$ cat config.mk
export PLATFORM = sky130hd
export DESIGN_NAME = jtag_dp_responder
export DESIGN_NICKNAME = d
export VERILOG_FILES = /design/src/rtl/dpr_pkg.sv /design/src/rtl/dpr_scan_decode.sv /design/src/rtl/dpr_regfile.sv /design/src/rtl/dpr_ap_bridge.sv /design/src/rtl/jtag_dp_responder.sv
export SDC_FILE = /design/constraint.sdc
export NUM_CORES = 1
export LEC_CHECK = 0
export BUFFER_PORTS_ARGS = -buffer_cell sky130_fd_sc_hd__clkbuf_2
export CORE_ASPECT_RATIO = 1.1
export CORE_MARGIN = 4
export CORE_UTILIZATION = 41
export DETAILED_ROUTE_END_ITERATION = 8
export PLACE_DENSITY = 0.68
export SYNTH_ARGS = -nofsm -noshare
export SYNTH_HDL_FRONTEND = slang
export SYNTH_HIERARCHICAL = 1
export SYNTH_SLANG_ARGS = --single-unit
export TNS_END_PERCENT = 30
$ cat constraint.sdc
create_clock -name clk -period 3.86 [get_ports clk]
set_clock_uncertainty 0.05 [all_clocks]
set_input_delay 0.772 -clock clk [delete_from_list [all_inputs] [get_ports clk]]
set_output_delay 0.772 -clock clk [all_outputs]
set_load 0.01 [all_outputs]
$ cat src/rtl/dpr_pkg.sv
package dpr_pkg;
  localparam int DW     = 32;
  localparam int IRW    = 4;
  localparam int AW     = 2;
  localparam int SCAN_W = DW + AW + 1;

  localparam logic [2:0] ACK_OK   = 3'b010;
  localparam logic [2:0] ACK_WAIT = 3'b001;

  localparam logic [IRW-1:0] IR_ABORT  = 4'h8;
  localparam logic [IRW-1:0] IR_DPACC  = 4'hA;
  localparam logic [IRW-1:0] IR_APACC  = 4'hB;
  localparam logic [IRW-1:0] IR_BYPASS = 4'hF;

  localparam logic [AW-1:0] W_IDENT = 2'd0;
  localparam logic [AW-1:0] W_BANK  = 2'd1;
  localparam logic [AW-1:0] W_SEL   = 2'd2;
  localparam logic [AW-1:0] W_RDBUF = 2'd3;

  localparam logic [3:0] BK_CTRL  = 4'd0;
  localparam logic [3:0] BK_LINK  = 4'd1;
  localparam logic [3:0] BK_TGTID = 4'd2;
  localparam logic [3:0] BK_PROT  = 4'd3;

  // Control/status bit positions (fixed by the protocol)
  localparam int CS_SYS_ACK = 31;
  localparam int CS_SYS_REQ = 30;
  localparam int CS_DBG_ACK = 29;
  localparam int CS_DBG_REQ = 28;
  localparam int CS_STICKY  = 5;
  localparam int ABT_CLRERR = 2;

  function automatic logic [DW-1:0] pack_ctrl(input logic sys_ack, input logic sys_req,
                                              input logic dbg_ack, input logic dbg_req,
                                              input logic sticky);
    logic [DW-1:0] v;
    v = '0;
    v[CS_SYS_ACK] = sys_ack;
    v[CS_SYS_REQ] = sys_req;
    v[CS_DBG_ACK] = dbg_ack;
    v[CS_DBG_REQ] = dbg_req;
    v[CS_STICKY]  = sticky;
    return v;
  endfunction

  function automatic logic [7:0] sel_port(input logic [DW-1:0] s);
    return s[31:24];
  endfunction

  function automatic logic [3:0] sel_apbank(input logic [DW-1:0] s);
    return s[7:4];
  endfunction

  function automatic logic [3:0] sel_dpbank(input logic [DW-1:0] s);
    return s[3:0];
  endfunction
endpackage

$ cat src/rtl/dpr_scan_decode.sv
module dpr_scan_decode
  import dpr_pkg::*;
(
  input  logic              clk,
  input  logic              rst_n,
  input  logic              ir_upd,
  input  logic [IRW-1:0]    ir_val,
  input  logic              dr_upd,
  input  logic [SCAN_W-1:0] dr_capt,
  output logic              dp_wr,
  output logic              dp_rd,
  output logic              ap_acc,
  output logic              abort_wr,
  output logic [AW-1:0]     reg_a,
  output logic              rnw,
  output logic [DW-1:0]     wdata
);
  logic [IRW-1:0] ir_q;

  always_ff @(posedge clk or negedge rst_n) begin
    if (!rst_n)      ir_q <= IR_BYPASS;
    else if (ir_upd) ir_q <= ir_val;
  end

  always_comb begin
    rnw      = dr_capt[0];
    reg_a    = dr_capt[AW:1];
    wdata    = dr_capt[SCAN_W-1:AW+1];
    dp_wr    = dr_upd && (ir_q == IR_DPACC) && !rnw;
    dp_rd    = dr_upd && (ir_q == IR_DPACC) && rnw;
    ap_acc   = dr_upd && (ir_q == IR_APACC);
    abort_wr = dr_upd && (ir_q == IR_ABORT);
  end

  // scans under other instructions produce no strobe
  a_r13_other_ir_quiet: assert property (@(posedge clk) disable iff (!rst_n)
    (dr_upd && ir_q != IR_DPACC && ir_q != IR_APACC && ir_q != IR_ABORT)
      |-> !(dp_wr || dp_rd || ap_acc || abort_wr));
endmodule

$ cat src/rtl/dpr_regfile.sv
module dpr_regfile
  import dpr_pkg::*;
#(
  parameter logic [DW-1:0] IDENT_VAL = 32'h2BA0_1477,
  parameter logic [DW-1:0] TGTID_VAL = 32'h1002_0041,
  parameter logic [DW-1:0] PROT_VAL  = 32'h0000_0001,
  parameter logic [DW-1:0] LINK_RST  = 32'h0000_0000
)(
  input  logic          clk,
  input  logic          rst_n,
  input  logic          dp_wr,
  input  logic          dp_rd,
  input  logic          abort_wr,
  input  logic [AW-1:0] reg_a,
  input  logic [DW-1:0] wdata,
  input  logic          err_set,
  input  logic          ap_load,
  input  logic [DW-1:0] ap_rdata,
  output logic [DW-1:0] select_q,
  output logic [DW-1:0] rdbuff_q
);
  logic [DW-1:0] link_q;
  logic          sys_req, dbg_req, sys_ack, dbg_ack, sticky;
  logic [DW-1:0] bank_val, rd_val;
  logic [3:0]    dpbank;
  logic          ctrl_wr, sticky_clr;

  assign dpbank = sel_dpbank(select_q);
  assign ctrl_wr = dp_wr && (reg_a == W_BANK) && (dpbank == BK_CTRL);
  assign sticky_clr = (ctrl_wr && wdata[CS_STICKY]) || (abort_wr && wdata[ABT_CLRERR]);

  always_comb begin
    case (dpbank)
      BK_CTRL:  bank_val = pack_ctrl(sys_ack, sys_req, dbg_ack, dbg_req, sticky);
      BK_LINK:  bank_val = link_q;
      BK_TGTID: bank_val = TGTID_VAL;
      BK_PROT:  bank_val = PROT_VAL;
      default:  bank_val = '0;
    endcase
    case (reg_a)
      W_IDENT: rd_val = IDENT_VAL;
      W_BANK:  rd_val = bank_val;
      W_SEL:   rd_val = select_q;
      default: rd_val = rdbuff_q;
    endcase
  end

  always_ff @(posedge clk or negedge rst_n) begin
    if (!rst_n) begin
      select_q <= '0;
      link_q   <= LINK_RST;
      sys_req  <= 1'b0;
      dbg_req  <= 1'b0;
      sys_ack  <= 1'b0;
      dbg_ack  <= 1'b0;
      sticky   <= 1'b0;
      rdbuff_q <= '0;
    end else begin
      sys_ack <= sys_req;
      dbg_ack <= dbg_req;
      if (dp_wr && reg_a == W_SEL) select_q <= wdata;
      if (ctrl_wr) begin
        sys_req <= wdata[CS_SYS_REQ];
        dbg_req <= wdata[CS_DBG_REQ];
      end
      if (dp_wr && reg_a == W_BANK && dpbank == BK_LINK) link_q <= wdata;
      if (err_set)         sticky <= 1'b1;
      else if (sticky_clr) sticky <= 1'b0;
      if (ap_load)                          rdbuff_q <= ap_rdata;
      else if (dp_rd && reg_a != W_RDBUF)   rdbuff_q <= rd_val;
    end
  end

  // read-buffer read has no side effect
  a_r4_rdbuf_hold: assert property (@(posedge clk) disable iff (!rst_n)
    (dp_rd && reg_a == W_RDBUF && !ap_load) |=> $stable(rdbuff_q));
  // clear without a concurrent error leaves the flag low
  a_r9_sticky_clear: assert property (@(posedge clk) disable iff (!rst_n)
    (sticky_clr && !err_set) |=> !sticky);
  // an error response always sets the flag
  a_r9_sticky_set: assert property (@(posedge clk) disable iff (!rst_n)
    err_set |=> sticky);
  // a held request is acknowledged
  a_r8_pwr_ack: assert property (@(posedge clk) disable iff (!rst_n)
    (sys_req && $past(sys_req) && dbg_req && $past(dbg_req)) |-> (sys_ack && dbg_ack));
endmodule

$ cat src/rtl/dpr_ap_bridge.sv
module dpr_ap_bridge
  import dpr_pkg::*;
(
  input  logic          clk,
  input  logic          rst_n,
  input  logic          ap_acc,
  input  logic          rnw,
  input  logic [AW-1:0] reg_a,
  input  logic [DW-1:0] wdata,
  input  logic [DW-1:0] select_q,
  input  logic          ap_busy,
  input  logic          ap_rvalid,
  input  logic          ap_err,
  output logic          ap_req,
  output logic [7:0]    ap_sel,
  output logic [3:0]    ap_bank,
  output logic [AW-1:0] ap_addr,
  output logic [DW-1:0] ap_wdata,
  output logic          ap_rnw,
  output logic [2:0]    acc_ack,
  output logic          ap_load,
  output logic          err_set
);
  logic accept, pend_rd;

  assign accept  = ap_acc && !ap_busy;
  assign acc_ack = ap_busy ? ACK_WAIT : ACK_OK;
  assign ap_load = ap_rvalid && pend_rd;
  assign err_set = ap_rvalid && ap_err;

  always_ff @(posedge clk or negedge rst_n) begin
    if (!rst_n) begin
      ap_req   <= 1'b0;
      ap_sel   <= '0;
      ap_bank  <= '0;
      ap_addr  <= '0;
      ap_wdata <= '0;
      ap_rnw   <= 1'b0;
      pend_rd  <= 1'b0;
    end else begin
      ap_req <= accept;
      if (accept) begin
        ap_sel   <= sel_port(select_q);
        ap_bank  <= sel_apbank(select_q);
        ap_addr  <= reg_a;
        ap_wdata <= wdata;
        ap_rnw   <= rnw;
        pend_rd  <= rnw;
      end else if (ap_rvalid) begin
        pend_rd  <= 1'b0;
      end
    end
  end

  // a busy port receives no request
  a_r11_wait_no_req: assert property (@(posedge clk) disable iff (!rst_n)
    (ap_acc && ap_busy) |=> !ap_req);
  // accepted scan issues a request carrying its direction
  a_r10_req_issued: assert property (@(posedge clk) disable iff (!rst_n)
    (ap_acc && !ap_busy) |=> (ap_req && ap_rnw == $past(rnw) && ap_addr == $past(reg_a)));
endmodule

$ cat src/rtl/jtag_dp_responder.sv
module jtag_dp_responder
  import dpr_pkg::*;
#(
  parameter logic [31:0] IDENT_VAL = 32'h2BA0_1477,
  parameter logic [31:0] TGTID_VAL = 32'h1002_0041,
  parameter logic [31:0] PROT_VAL  = 32'h0000_0001,
  parameter logic [31:0] LINK_RST  = 32'h0000_0000
)(
  input  logic        clk,
  input  logic        rst_n,
  input  logic        ir_upd,
  input  logic [3:0]  ir_val,
  input  logic        dr_upd,
  input  logic [34:0] dr_capt,
  output logic [34:0] dr_shift_out,
  output logic        ap_req,
  output logic [7:0]  ap_sel,
  output logic [3:0]  ap_bank,
  output logic [1:0]  ap_addr,
  output logic [31:0] ap_wdata,
  output logic        ap_rnw,
  input  logic        ap_busy,
  input  logic        ap_rvalid,
  input  logic [31:0] ap_rdata,
  input  logic        ap_err
);
  logic          dp_wr, dp_rd, ap_acc, abort_wr, rnw;
  logic [AW-1:0] reg_a;
  logic [DW-1:0] wdata, select_q, rdbuff_q;
  logic          err_set, ap_load;
  logic [2:0]    acc_ack, ack_q;

  dpr_scan_decode u_dec (
    .clk(clk), .rst_n(rst_n), .ir_upd(ir_upd), .ir_val(ir_val),
    .dr_upd(dr_upd), .dr_capt(dr_capt), .dp_wr(dp_wr), .dp_rd(dp_rd),
    .ap_acc(ap_acc), .abort_wr(abort_wr), .reg_a(reg_a), .rnw(rnw), .wdata(wdata)
  );

  dpr_regfile #(
    .IDENT_VAL(IDENT_VAL), .TGTID_VAL(TGTID_VAL), .PROT_VAL(PROT_VAL), .LINK_RST(LINK_RST)
  ) u_regs (
    .clk(clk), .rst_n(rst_n), .dp_wr(dp_wr), .dp_rd(dp_rd), .abort_wr(abort_wr),
    .reg_a(reg_a), .wdata(wdata), .err_set(err_set), .ap_load(ap_load),
    .ap_rdata(ap_rdata), .select_q(select_q), .rdbuff_q(rdbuff_q)
  );

  dpr_ap_bridge u_ap (
    .clk(clk), .rst_n(rst_n), .ap_acc(ap_acc), .rnw(rnw), .reg_a(reg_a),
    .wdata(wdata), .select_q(select_q), .ap_busy(ap_busy), .ap_rvalid(ap_rvalid),
    .ap_err(ap_err), .ap_req(ap_req), .ap_sel(ap_sel), .ap_bank(ap_bank),
    .ap_addr(ap_addr), .ap_wdata(ap_wdata), .ap_rnw(ap_rnw), .acc_ack(acc_ack),
    .ap_load(ap_load), .err_set(err_set)
  );

  always_ff @(posedge clk or negedge rst_n) begin
    if (!rst_n)                            ack_q <= ACK_OK;
    else if (ap_acc)                       ack_q <= acc_ack;
    else if (dp_wr || dp_rd || abort_wr)   ack_q <= ACK_OK;
  end

  assign dr_shift_out = {rdbuff_q, ack_q};

  // only OK or WAIT is ever presented
  a_r2_ack_legal: assert property (@(posedge clk) disable iff (!rst_n)
    (dr_shift_out[2:0] == ACK_OK) || (dr_shift_out[2:0] == ACK_WAIT));
  // identification read returns the constant on the next scan
  a_r7_ident_const: assert property (@(posedge clk) disable iff (!rst_n)
    (dp_rd && reg_a == W_IDENT && !ap_load) |=> (dr_shift_out[34:3] == IDENT_VAL));
  // a scan that decodes to nothing leaves the output alone
  a_r13_out_stable: assert property (@(posedge clk) disable iff (!rst_n)
    (!dp_wr && !dp_rd && !ap_acc && !abort_wr && !ap_rvalid) |=> $stable(dr_shift_out));
endmodule

* Word level (Yosys, flattened, before mapping) *
Index checks and enable logic that the tools add are counted.

word-level totals
  bits in registers = 157
  logic and storage cells = 65
  input port bits = 78
  output and inout port bits = 83

cells by class
  equality and inequality tests = 9
  reduce and logical (&&, ||, !) cells = 28
  muxes and demuxes = 11

operator list
  cell                                                                   number
  32-bit one-hot mux with 4 select lines                                 1
  32-bit one-hot mux with 3 select lines                                 1
  32-bit 2-to-1 mux                                                      2
  1-bit logical AND                                                      15
  4-bit equality test, second input constant                             3
  4-bit by 2-bit equality test with 1-bit output, second input constant  2
  2-bit nonzero test                                                     4
  3-bit 2-to-1 mux                                                       2
  4-bit by 1-bit equality test with 1-bit output, second input constant  1
  4-bit zero test                                                        1
  1-bit 2-to-1 mux                                                       4
  4-bit nonzero test                                                     1
  1-bit logical OR                                                       3
  2-bit by 1-bit equality test with 1-bit output, second input constant  1
  2-bit equality test, second input constant                             1
  1-bit zero test                                                        2
  2-bit zero test                                                        1
  2-bit 2-to-1 mux                                                       1
  2-bit != test, second input constant                                   1
  2-bit AND reduction                                                    1

* Longest topological paths before layout *
Gate-level depths: netlist (run 1).

  depth in word-level cells = 9
  gate-level depth with buffers = 10
  mapped depth without buffers = 6

* By module *
The synthesis (run 1) kept the hierarchy.

modules (own cells, without submodules)
  module             area each (um^2)  seq. area each (um^2)  instances  cells each
  dpr_regfile        4435.5            2527.4                 1          325
  dpr_ap_bridge      1909.3            1226.2                 1          110
  dpr_scan_decode    478.0             105.1                  1          50
  jtag_dp_responder  137.6             76.3                   1          11

* Worst setup path before layout (run 1) *
OpenSTA, ideal clock, no wires.

  kind = in2reg
  from = input dr_capt[2]
  to = register u_regs.link_q[10]
  buffers on the path = 3
  data arrival time = 2.190 ns
  cell stages on the path = 9
  library setup time = 0.125 ns
  setup slack = 1.495 ns
  required time = 3.685 ns
  path through = buf_4 > inv_1 > ha_1 > nor3b_4 > and2_1 > buf_4 > nand2_4 > buf_6 > mux2_4

on the way
  word-level cells in the longest chain between the ends = 3

RTL lines
  item                                            line                     source
  from (decl)                                     jtag_dp_responder.sv:14  input logic [34:0] dr_capt,
  2-bit by 1-bit equality test with 1-bit output  dpr_regfile.sv:66        if (dp_wr && reg_a == W_BANK && dpbank == BK_LINK) link_q <= wdata;
  1-bit logical AND (2 in a row)                  dpr_regfile.sv:66
  to (signal assigned)                            dpr_regfile.sv:66
  to (decl)                                       dpr_regfile.sv:22        logic [DW-1:0] link_q;

No other way between the ends.
A chain may end at the register's enable or synchronous reset.

* Worst setup path after layout (run 1) *
  from = register u_dec.ir_q[3]
  to = register u_regs.select_q[15]

on the way
  word-level cells in the longest chain between the ends = 4

RTL lines
  item                            line                     source
  from (decl)                     dpr_scan_decode.sv:18    logic [IRW-1:0] ir_q;
  from (signal assigned)          dpr_scan_decode.sv:22    else if (ir_upd) ir_q <= ir_val;
  4-bit equality test             dpr_scan_decode.sv:29    dp_wr = dr_upd && (ir_q == IR_DPACC) && !rnw;
  1-bit logical AND (2 in a row)  dpr_scan_decode.sv:29
  via dp_wr                       jtag_dp_responder.sv:27  logic dp_wr, dp_rd, ap_acc, abort_wr, rnw;
  1-bit logical AND               dpr_regfile.sv:61        if (dp_wr && reg_a == W_SEL) select_q <= wdata;
  to (signal assigned)            dpr_regfile.sv:61
  to (decl)                       dpr_regfile.sv:19        output logic [DW-1:0] select_q,

The timed path passes the listed nets, and every way through them passes these cells.

==> results of run 1 <==
final timing paths:
check	end	startpoint
setup / recovery	u_regs/select_q[15]	u_dec/ir_q[3]
hold / removal	u_regs/dbg_ack	u_regs/dbg_req
setup reg to reg	u_regs/select_q[15]	u_dec/ir_q[3]
hold reg to reg	u_regs/dbg_ack	u_regs/dbg_req
max in group asynchronous	u_regs/link_q[6]	rst_n
min in group asynchronous	u_regs/rdbuff_q[5]	rst_n
worst reg2reg max path: stages (launching register included):
cell	delay [ns]
dfstp_2	0.55
nand3b_4	0.11
nor4b_4	0.52
nand2_2	0.67
mux2_2	0.51
layer usage:
metal | vias up | wire [µm] | GRT usage, %
met3 | 21 | 710 | 4.633
li1 | 2018 | - | -
met1 | 2310 | 6988 | 22.23
met4 | 0 | 231 | 5.416
met5 | - | 0 | 0
met2 | 106 | 8786 | 31.77
cells in the final DEF, fill, tap and decap left out, types with 2 or more instances in the layout:
master      Yosys  final
clkbuf_2        0    159
dfrtp_1       152    152
mux2_2         79     79
mux2_4         39     39
a22oi_1        33     33
o21ai_0        22     22
clkbuf_16       0     17
o22ai_1        12     12
nor2_1         11     11
a221oi_1        9      9
buf_4          41      8
nand2_1         9      8
nor2b_1         7      7
a21oi_1         5      5
dfstp_2         5      5
inv_1           5      5
clkbuf_8        0      4
nor3_1          4      4
mux2_1          4      4
clkinvlp_4      0      3
clkinv_2        0      3
bufinv_16       0      3
and2_1          3      3
a31oi_1         3      3
a221oi_2        3      3
ha_1            4      3
a22o_1          2      2
nand2b_1        2      2
or3_1           2      2
a21o_1          2      2
report_power, final:
group / switching (mW) / leakage [nW] / internal (mW)
Combinational: 0.413 / 1.87 / 0.400
Clock: 0.650 / 0.297 / 1.08
Sequential: 0.169 / 2.08 / 1.93
Total: 1.23 / 4.25 / 3.41
stage by stage:
| step | instance area, µm² | setup slack [ns] |
|---|---|---|
| floorplan | 6960 | 1.495 |
| CTS | 8272 | 1.272 |
| global route | 8272 | 1.076 |
| detailed placement | 7655 | 0.9282 |
| finish | 8272 | 1.330 |
| global placement | 7655 | 0.9732 |
layout make-up:
class | count | area (µm²) | area share (%)
clock inverter | 10 | 136.4 | 1.649
tap | 204 | 255.2 | 3.086
sequential | 157 | 3935 | 47.57
clock buffer | 21 | 480.5 | 5.809
timing repair buffer | 169 | 887.1 | 10.72
multi-input combinational | 269 | 2559 | 30.93
inverter | 5 | 18.77 | 0.2269
registers in the layout (all words and copies together), names as in the netlist:
name,count
ack_q,3
u_ap/ap_addr,2
u_ap/ap_bank,4
u_ap/ap_req,1
u_ap/ap_rnw,1
u_ap/ap_sel,8
u_ap/ap_wdata,32
u_ap/pend_rd,1
u_dec/ir_q,4
u_regs/dbg_ack,1
u_regs/dbg_req,1
u_regs/link_q,32
u_regs/rdbuff_q,32
u_regs/select_q,32
u_regs/sticky,1
u_regs/sys_ack,1
u_regs/sys_req,1
kinds of logic (layout without fill, tap and decap cells):
kind of cell    after synthesis  count (layout)  share of synthesized area, %
flops                       157             157                         56.53
mux                         122             122                         21.84
compound gates               96              96                         9.671
buf+inv                      70             205                         6.831
simple gates                 46              46                         4.350
fa+ha+maj                     4               4                        0.7191
other cells                   1               1                       0.05388
==> flow_metrics.env, run 1 <==
export IMPL_num_rows=49
export IMPL_io_buffers=160
export IMPL_finalHoldViolCount=0
export IMPL_fin_crit_sh_pct=65.55
export IMPL_leakagePower_nw=4.248
export IMPL_clkTransAtPathRegs_ns=0.06
export IMPL_crit_arrival_ns=2.78
export IMPL_fmax_ghz=0.3952
export IMPL_totalWireLength_um=16720
export IMPL_cp_cell_sequence="nand3b_4 -> nor4b_4 -> nand2_2 -> mux2_2"
export IMPL_grt_max_degree=109
export IMPL_drt_iter0_drc=314
export IMPL_ys_warn_count=6
export IMPL_p_per_area_nw_per_um2=561.1
export IMPL_fin_cells=835
export IMPL_report_final_slew_viol_count=0
export IMPL_setup_viol=0
export IMPL_synth_seq_cells=157
export IMPL_wire_per_inst_um=20.02
export IMPL_cts_setup_buffers=0
export IMPL_slew_headroom_pct=33.76
export IMPL_first_pass_iters=4
export IMPL_syn_inst=496
export IMPL_overflow=0
export IMPL_cts_tree="built"
export IMPL_route_vias_total=4455
export IMPL_synth_top_area_share_pct=54.65
export IMPL_clock_sinks=157
export IMPL_synthArstFlopShare_pct=100.0
export IMPL_grt_pass1_wl_um=27010
export IMPL_antenna_found_initial=0
export IMPL_path_max_fanout=32
export IMPL_r2r_cells=4
export IMPL_final_nets=701
export IMPL_grt_pass1_vias=4921
export IMPL_maxCapViolations=0
export IMPL_ys_top_cells_by_count="dfrtp_1, mux2_2, buf_4, mux2_4, a22oi_1"
export IMPL_cts_htree_levels=4
export IMPL_diodes=0
export IMPL_period_needed_ns=2.530
export IMPL_synthTopCellsByArea="dfrtp_1, mux2_2, mux2_4"
export IMPL_syn_avg_cell_area_um2=14.03
export IMPL_start_util_pct=42.20
export IMPL_status="completed"
export IMPL_grt_setup_unrepaired="no"
export IMPL_route_detailed_drc=0
export IMPL_clk_latency_ns=0.42
export IMPL_timing_hold_worst_class="reg -> reg"
export IMPL_cts_buffers=17
export IMPL_crit_cells=4
export IMPL_die_h_um=144.7
export IMPL_hold_path_cell_count=0
export IMPL_fin_util_pct=50.16
export IMPL_ir_drop_mv=0.2764
export IMPL_area_growth_pct=18.84
export IMPL_syn_area_um2=6960
export IMPL_regToRegSetupSlack_ns=1.33
export IMPL_critPathMaxStageDelay_ns=0.67
export IMPL_synth_edf_count=0
export IMPL_synth_top_flop_cell="dfrtp_1"
export IMPL_coreArea_um2=16490
export IMPL_synth_area_leader_cell="dfrtp_1"
export IMPL_hold_ws_ns=0.3418
export IMPL_drive_gt1_share_pct=53.25
export IMPL_endpoint_kind="flip-flop"
export IMPL_worstPathRequired_ns=4.11
export IMPL_dieArea_um2=19130
export IMPL_cp_num_buf_inv=0
export IMPL_antenna_left=0
export IMPL_hpwl_um=11380
export IMPL_synth_nets=578
export IMPL_slowest_stage="nand2_2"
export IMPL_grt_usage_pct=18.07
export IMPL_dp_cells=804
export IMPL_synth_most_common_cell="dfrtp_1"
export IMPL_gp_congestion=0.7756
export IMPL_worst_pin_slew_ns=0.9936
export IMPL_die_w_um=132.2
export IMPL_startpoint_type="flip-flop"
export IMPL_fill_cells=1426
export IMPL_ys_seq_area_share_pct=56.53
export IMPL_cts_hold_fix_buffers=0
export IMPL_ctsResizeCount=0
export IMPL_crit_type="reg -> reg"
export IMPL_io_pins=161
export IMPL_yosysUniqueCellTypes=42
export IMPL_crit_family="simple AND/OR/NAND/NOR gates"
export IMPL_finalPower_mw=4.642
export IMPL_clock_root_buffer="clkbuf_16"
export IMPL_tns_ns=0
export IMPL_clk_path_buf_depth=2
export IMPL_viasPerCell=5.335
Power figures use the tool's default switching activity.
==> run 2: changes to the inputs <==
==> constraint.sdc (replaced) <==
create_clock -name clk -period 2.5 [get_ports clk]
set_clock_uncertainty 0.05 [all_clocks]
set_input_delay 0.5 -clock clk [delete_from_list [all_inputs] [get_ports clk]]
set_output_delay 0.5 -clock clk [all_outputs]
set_load 0.01 [all_outputs]
==> flow_metrics.env, run 2 (synthesis results as in run 1) <==
export IMPL_status="completed"
export IMPL_maxCapViolations=0
export IMPL_clk_latency_ns=0.42
export IMPL_clock_sinks=157
export IMPL_first_pass_iters=5
export IMPL_ctsResizeCount=0
export IMPL_timing_hold_worst_class="in -> async"
export IMPL_hold_ws_ns=0.01000
export IMPL_worstPathRequired_ns=2.75
export IMPL_ir_drop_mv=0.4545
export IMPL_grt_usage_pct=18.59
export IMPL_route_detailed_drc=0
export IMPL_p_int_mw=5.512
export IMPL_hpwl_um=12000
export IMPL_p_per_area_nw_per_um2=874.9
export IMPL_leakagePower_nw=4.363
export IMPL_worst_pin_slew_ns=0.6120
export IMPL_cts_buffers=17
export IMPL_totalWireLength_um=17410
export IMPL_io_buffers=160
export IMPL_startpoint_type="flip-flop"
export IMPL_slew_headroom_pct=59.20
export IMPL_grt_pass1_vias=4973
export IMPL_setup_viol=0
export IMPL_viasPerCell=5.380
export IMPL_seqPwrFrac_pct=43.4
export IMPL_area_growth_pct=22.38
export IMPL_cts_hold_fix_buffers=0
export IMPL_num_rows=49
export IMPL_cp_cell_sequence="nand3b_4 -> nor3_1 -> buf_4 -> nand2b_1 -> or3_1 -> buf_12 -> a221oi_1 -> nor2_1"
export IMPL_drt_iter0_drc=313
export IMPL_clk_path_buf_depth=2
export IMPL_fmax_ghz=0.4205
export IMPL_final_nets=717
export IMPL_final_common_cell="clkbuf_2"
export IMPL_layout_common_cells="clkbuf_2, dfrtp_1, mux2_2"
export IMPL_endpoint_kind="flip-flop"
export IMPL_period_needed_ns=2.378
export IMPL_p_comb_share_pct=17.2
export IMPL_crit_arrival_ns=2.63
export IMPL_diodes=0
export IMPL_tns_ns=0
export IMPL_path_max_fanout=19
export IMPL_finalPower_mw=7.452
export IMPL_start_util_pct=42.20
export IMPL_overflow=0
export IMPL_crit_type="reg -> reg"
export IMPL_clkTransAtPathRegs_ns=0.06
export IMPL_antenna_found_initial=0
export IMPL_cts_setup_buffers=0
export IMPL_cts_tree="built"
export IMPL_clock_root_buffer="clkbuf_16"
export IMPL_grt_setup_unrepaired="no"
export IMPL_finalHoldViolCount=0
export IMPL_slowest_stage="dfstp_2"
export IMPL_coreArea_um2=16490
export IMPL_critPathMaxStageDelay_ns=0.56
export IMPL_cts_htree_levels=4
export IMPL_grt_max_degree=63
export IMPL_p_switching_mw=1.940
export IMPL_die_h_um=144.7
export IMPL_drive_gt1_share_pct=54.01
export IMPL_antenna_left=0
export IMPL_gp_congestion=0.7795
export IMPL_fin_crit_sh_pct=95.12
export IMPL_report_final_slew_viol_count=0
export IMPL_wire_per_inst_um=20.44
export IMPL_route_vias_total=4584
export IMPL_swShare_pct=26.04
export IMPL_power_share_clock_pct=39.4
export IMPL_dieArea_um2=19130
export IMPL_grt_pass1_wl_um=27370
export IMPL_io_pins=161
export IMPL_die_w_um=132.2
## run 2: cell count changes in the layout (fill, tap and decap cells not counted)
cell	change
clkinvlp_4	+2
inv_6	-1
clkbuf_8	-3
buf_12	+6
clkbuf_1	+3
clkinv_2	-3
buf_4	+10
bufinv_16	+3
## run 2: critical path, delay by kind of cell, from the launching register on
kind                   cells  cell delay, ns
AND/OR/NAND/NOR            5            0.98
flip-flops                 1            0.56
buffers and inverters      2            0.40
AO/OA/AOI/OAI              1            0.26
## run 2: power by group through the flow
stage               Sequential (mW)  Combinational [mW]  Clock (mW)
CTS                            3.24                1.30        3.00
finish                         3.24                1.28        2.93
global route                   3.29                1.41        3.11
detailed placement             3.28                1.30           0
global placement               3.26                1.26           0
floorplan                      3.40               0.538           0
## run 2: area by class of cell
cell class / count / area [µm²]
fill: 1369 / 7974
inverter: 5 / 18.77
tap: 204 / 255.2
multi-input combinational: 269 / 2559
clock buffer: 21 / 450.4
timing repair buffer: 185 / 1082
clock inverter: 11 / 217.7
sequential: 157 / 3935
## run 2: worst paths after layout
path                                      from             endpoint  slack, ns  depth (start not counted)
worst min-delay path                     rst_n     u_ap/ap_wdata[3]       0.01                          1
worst max-delay path             u_dec/ir_q[3]  u_regs/rdbuff_q[12]       0.12                          8
max in group asynchronous                rst_n         u_ap/pend_rd       1.73                          2
worst max register to register   u_dec/ir_q[3]  u_regs/rdbuff_q[12]       0.12                          8
min in group clk                     ir_val[2]        u_dec/ir_q[2]       0.25                          2
worst min register to register  u_regs/dbg_req       u_regs/dbg_ack       0.35                          0
## run 2: metrics by stage
step | cell area (µm²) | utilization (%) | worst slack (ns) | instances
floorplan | 6960 | - | 0.3820 | 496
global placement | 7850 | 47.60 | 0.1089 | 820
detailed placement | 7850 | 47.60 | 0.08020 | 820
CTS | 8518 | 51.65 | 0.1247 | 852
global route | 8518 | 51.65 | 0.02064 | 852
finish | 8518 | 51.65 | 0.1220 | 852
## run 2: layer usage
metal / vias up / share of wire (%) / GRT usage, % / routed length, µm
met5: - / 0 / 0 / 0
met4: 0 / 2.6 / 7.877 / 454
met3: 34 / 3.7 / 4.115 / 647
met2: 140 / 52 / 32.74 / 9140
met1: 2358 / 41 / 22.29 / 7169
li1: 2052 / - / - / -
==> run 3: changes to the inputs <==
--- a/config.mk
+++ b/config.mk
@@ -5,7 +5,7 @@
 export SDC_FILE = /design/constraint.sdc
 export NUM_CORES = 1
 export LEC_CHECK = 0
-export BUFFER_PORTS_ARGS = -buffer_cell sky130_fd_sc_hd__clkbuf_2
+export BUFFER_PORTS_ARGS = -buffer_cell sky130_fd_sc_hd__buf_2
 export CORE_ASPECT_RATIO = 1.1
 export CORE_MARGIN = 4
 export CORE_UTILIZATION = 41
==> flow_metrics.env, run 3 (synthesis results as in run 1) <==
export IMPL_status="completed"
export IMPL_cts_hold_fix_buffers=0
export IMPL_worstPathRequired_ns=2.74
export IMPL_gp_congestion=0.7596
export IMPL_report_final_slew_viol_count=0
export IMPL_dp_slack_ns=0.1206
export IMPL_critPathMaxStageDelay_ns=0.55
export IMPL_grt_setup_unrepaired="no"
export IMPL_io_pins=161
export IMPL_regToRegStartpoint="u_dec/ir_q[3]"
export IMPL_drive_gt1_share_pct=54.40
export IMPL_regToRegSetupSlack_ns=0.17
export IMPL_clk_latency_ns=0.43
export IMPL_dieArea_um2=19130
export IMPL_hpwl_um=12200
export IMPL_coreArea_um2=16490
export IMPL_die_h_um=144.7
export IMPL_tns_ns=0
export IMPL_crit_type="reg -> reg"
export IMPL_setup_ws_ns=0.1734
export IMPL_cp_cell_sequence="nand3b_4 -> nor3_1 -> nand2b_1 -> or3_1 -> buf_4 -> a221oi_1 -> nor2_1"
export IMPL_antenna_left=0
export IMPL_cts_buffers=17
export IMPL_cts_tree="built"
export IMPL_wire_per_inst_um=20.93
export IMPL_finalHoldViolCount=0
export IMPL_num_rows=49
export IMPL_grt_usage_pct=18.84
export IMPL_fin_crit_sh_pct=93.06
export IMPL_ir_drop_mv=0.5119
export IMPL_first_pass_iters=6
export IMPL_route_vias_total=4563
export IMPL_clock_root_buffer="clkbuf_16"
export IMPL_fill_cells=1407
export IMPL_area_growth_pct=21.75
export IMPL_final_nets=716
export IMPL_startpoint_type="flip-flop"
export IMPL_clkTransAtPathRegs_ns=0.06
export IMPL_fmax_ghz=0.4298
export IMPL_slew_headroom_pct=63.25
export IMPL_worst_r2r_endpoint="u_regs/rdbuff_q[10]"
export IMPL_grt_pass1_vias=5151
export IMPL_viasPerCell=5.362
export IMPL_crit_arrival_ns=2.57
export IMPL_worst_pin_slew_ns=0.5513
export IMPL_path_max_fanout=7
export IMPL_r2r_cells=7
export IMPL_fin_util_pct=51.38
export IMPL_route_detailed_drc=0
export IMPL_final_common_cell="buf_2"
export IMPL_leakagePower_nw=4.375
export IMPL_start_util_pct=42.20
export IMPL_endpoint="u_regs/rdbuff_q[10]"
export IMPL_cts_setup_buffers=0
export IMPL_clock_sinks=157
export IMPL_layout_common_cells="buf_2, dfrtp_1, mux2_2"
export IMPL_startpoint="u_dec/ir_q[3]"
export IMPL_period_needed_ns=2.327
export IMPL_overflow=0
export IMPL_diodes=0
export IMPL_slowest_stage="dfstp_2"
export IMPL_ctsResizeCount=0
export IMPL_endpoint_kind="flip-flop"
export IMPL_die_w_um=132.2
export IMPL_timing_hold_worst_class="in -> async"
export IMPL_totalWireLength_um=17810
export IMPL_grt_max_degree=56
export IMPL_clk_path_buf_depth=2
export IMPL_grt_pass1_wl_um=27670
export IMPL_antenna_found_initial=0
export IMPL_cts_htree_levels=4
export IMPL_io_buffers=160
export IMPL_maxCapViolations=0
export IMPL_p_per_area_nw_per_um2=859.0
export IMPL_setup_viol=0
export IMPL_drt_iter0_drc=290
==> run 3: changes by cell type in the layout (fill, tap and decap cells not counted), moves of 2 or more <==
cell / before / now
clkbuf_2: 159 / 0
clkinv_4: 0 / 3
clkbuf_1: 3 / 0
clkinv_2: 0 / 3
bufinv_16: 6 / 4
buf_2: 0 / 159
clkinvlp_4: 5 / 3
==> run 3: how the worst min path moves through the flow <==
stage                               from  depth (start not counted)  slack, ns                 end
after global routing               rst_n                          1       0.01  u_regs/rdbuff_q[7]
after global placement    u_regs/dbg_req                          0       0.32      u_regs/dbg_ack
after floorplan                    rst_n                          0       0.15            ack_q[0]
final                              rst_n                          1     0.0004   u_ap/ap_wdata[10]
after detailed placement  u_regs/dbg_req                          0       0.34      u_regs/dbg_ack
after CTS                          rst_n                          1      0.004  u_regs/rdbuff_q[1]
==> run 3: report_power, final <==
group / leakage, nW / switching (mW) / internal [mW]
Combinational: 1.99 / 0.652 / 0.639
Clock: 0.302 / 1.06 / 1.70
Sequential: 2.08 / 0.254 / 2.98
Total: 4.38 / 1.97 / 5.31
==> run 3: per-stage QoR <==
step	area (µm²)	instances	power (mW)	hold slack (ns)
2_1_floorplan	6960	496	3.937	0.1544
3_3_place_gp	7843	819	4.524	0.3230
3_5_place_dp	7843	819	4.583	0.3355
4_1_cts	8474	851	7.370	0.003651
5_1_grt	8474	851	7.624	0.01351
6_report	8474	851	7.280	0.0003701
==> run 3: worst max-delay path, delay by kind of cell, from the launching register on <==
family / cells / cell delay, ns
flip-flops: 1 / 0.55
buffers and inverters: 1 / 0.19
AO/OA/AOI/OAI: 1 / 0.37
AND/OR/NAND/NOR: 5 / 1.03
==> run 3: final cells by class <==
cell class / count / area (µm²) / area share (%)
clock inverter: 14 / 192.7 / 2.274
inverter: 5 / 18.77 / 0.2215
multi-input combinational: 269 / 2559 / 30.19
tap: 204 / 255.2 / 3.012
timing repair buffer: 184 / 1075 / 12.68
clock buffer: 18 / 439.2 / 5.182
sequential: 157 / 3935 / 46.43
==> run 3: metal layers <==
metal | global-route usage, % | up-vias | routed length, µm
met2 | 33.87 | 159 | 9502
met1 | 21.60 | 2329 | 7108
li1 | - | 2044 | -
met5 | 0 | - | 0
met4 | 8.042 | 0 | 403
met3 | 4.772 | 31 | 796
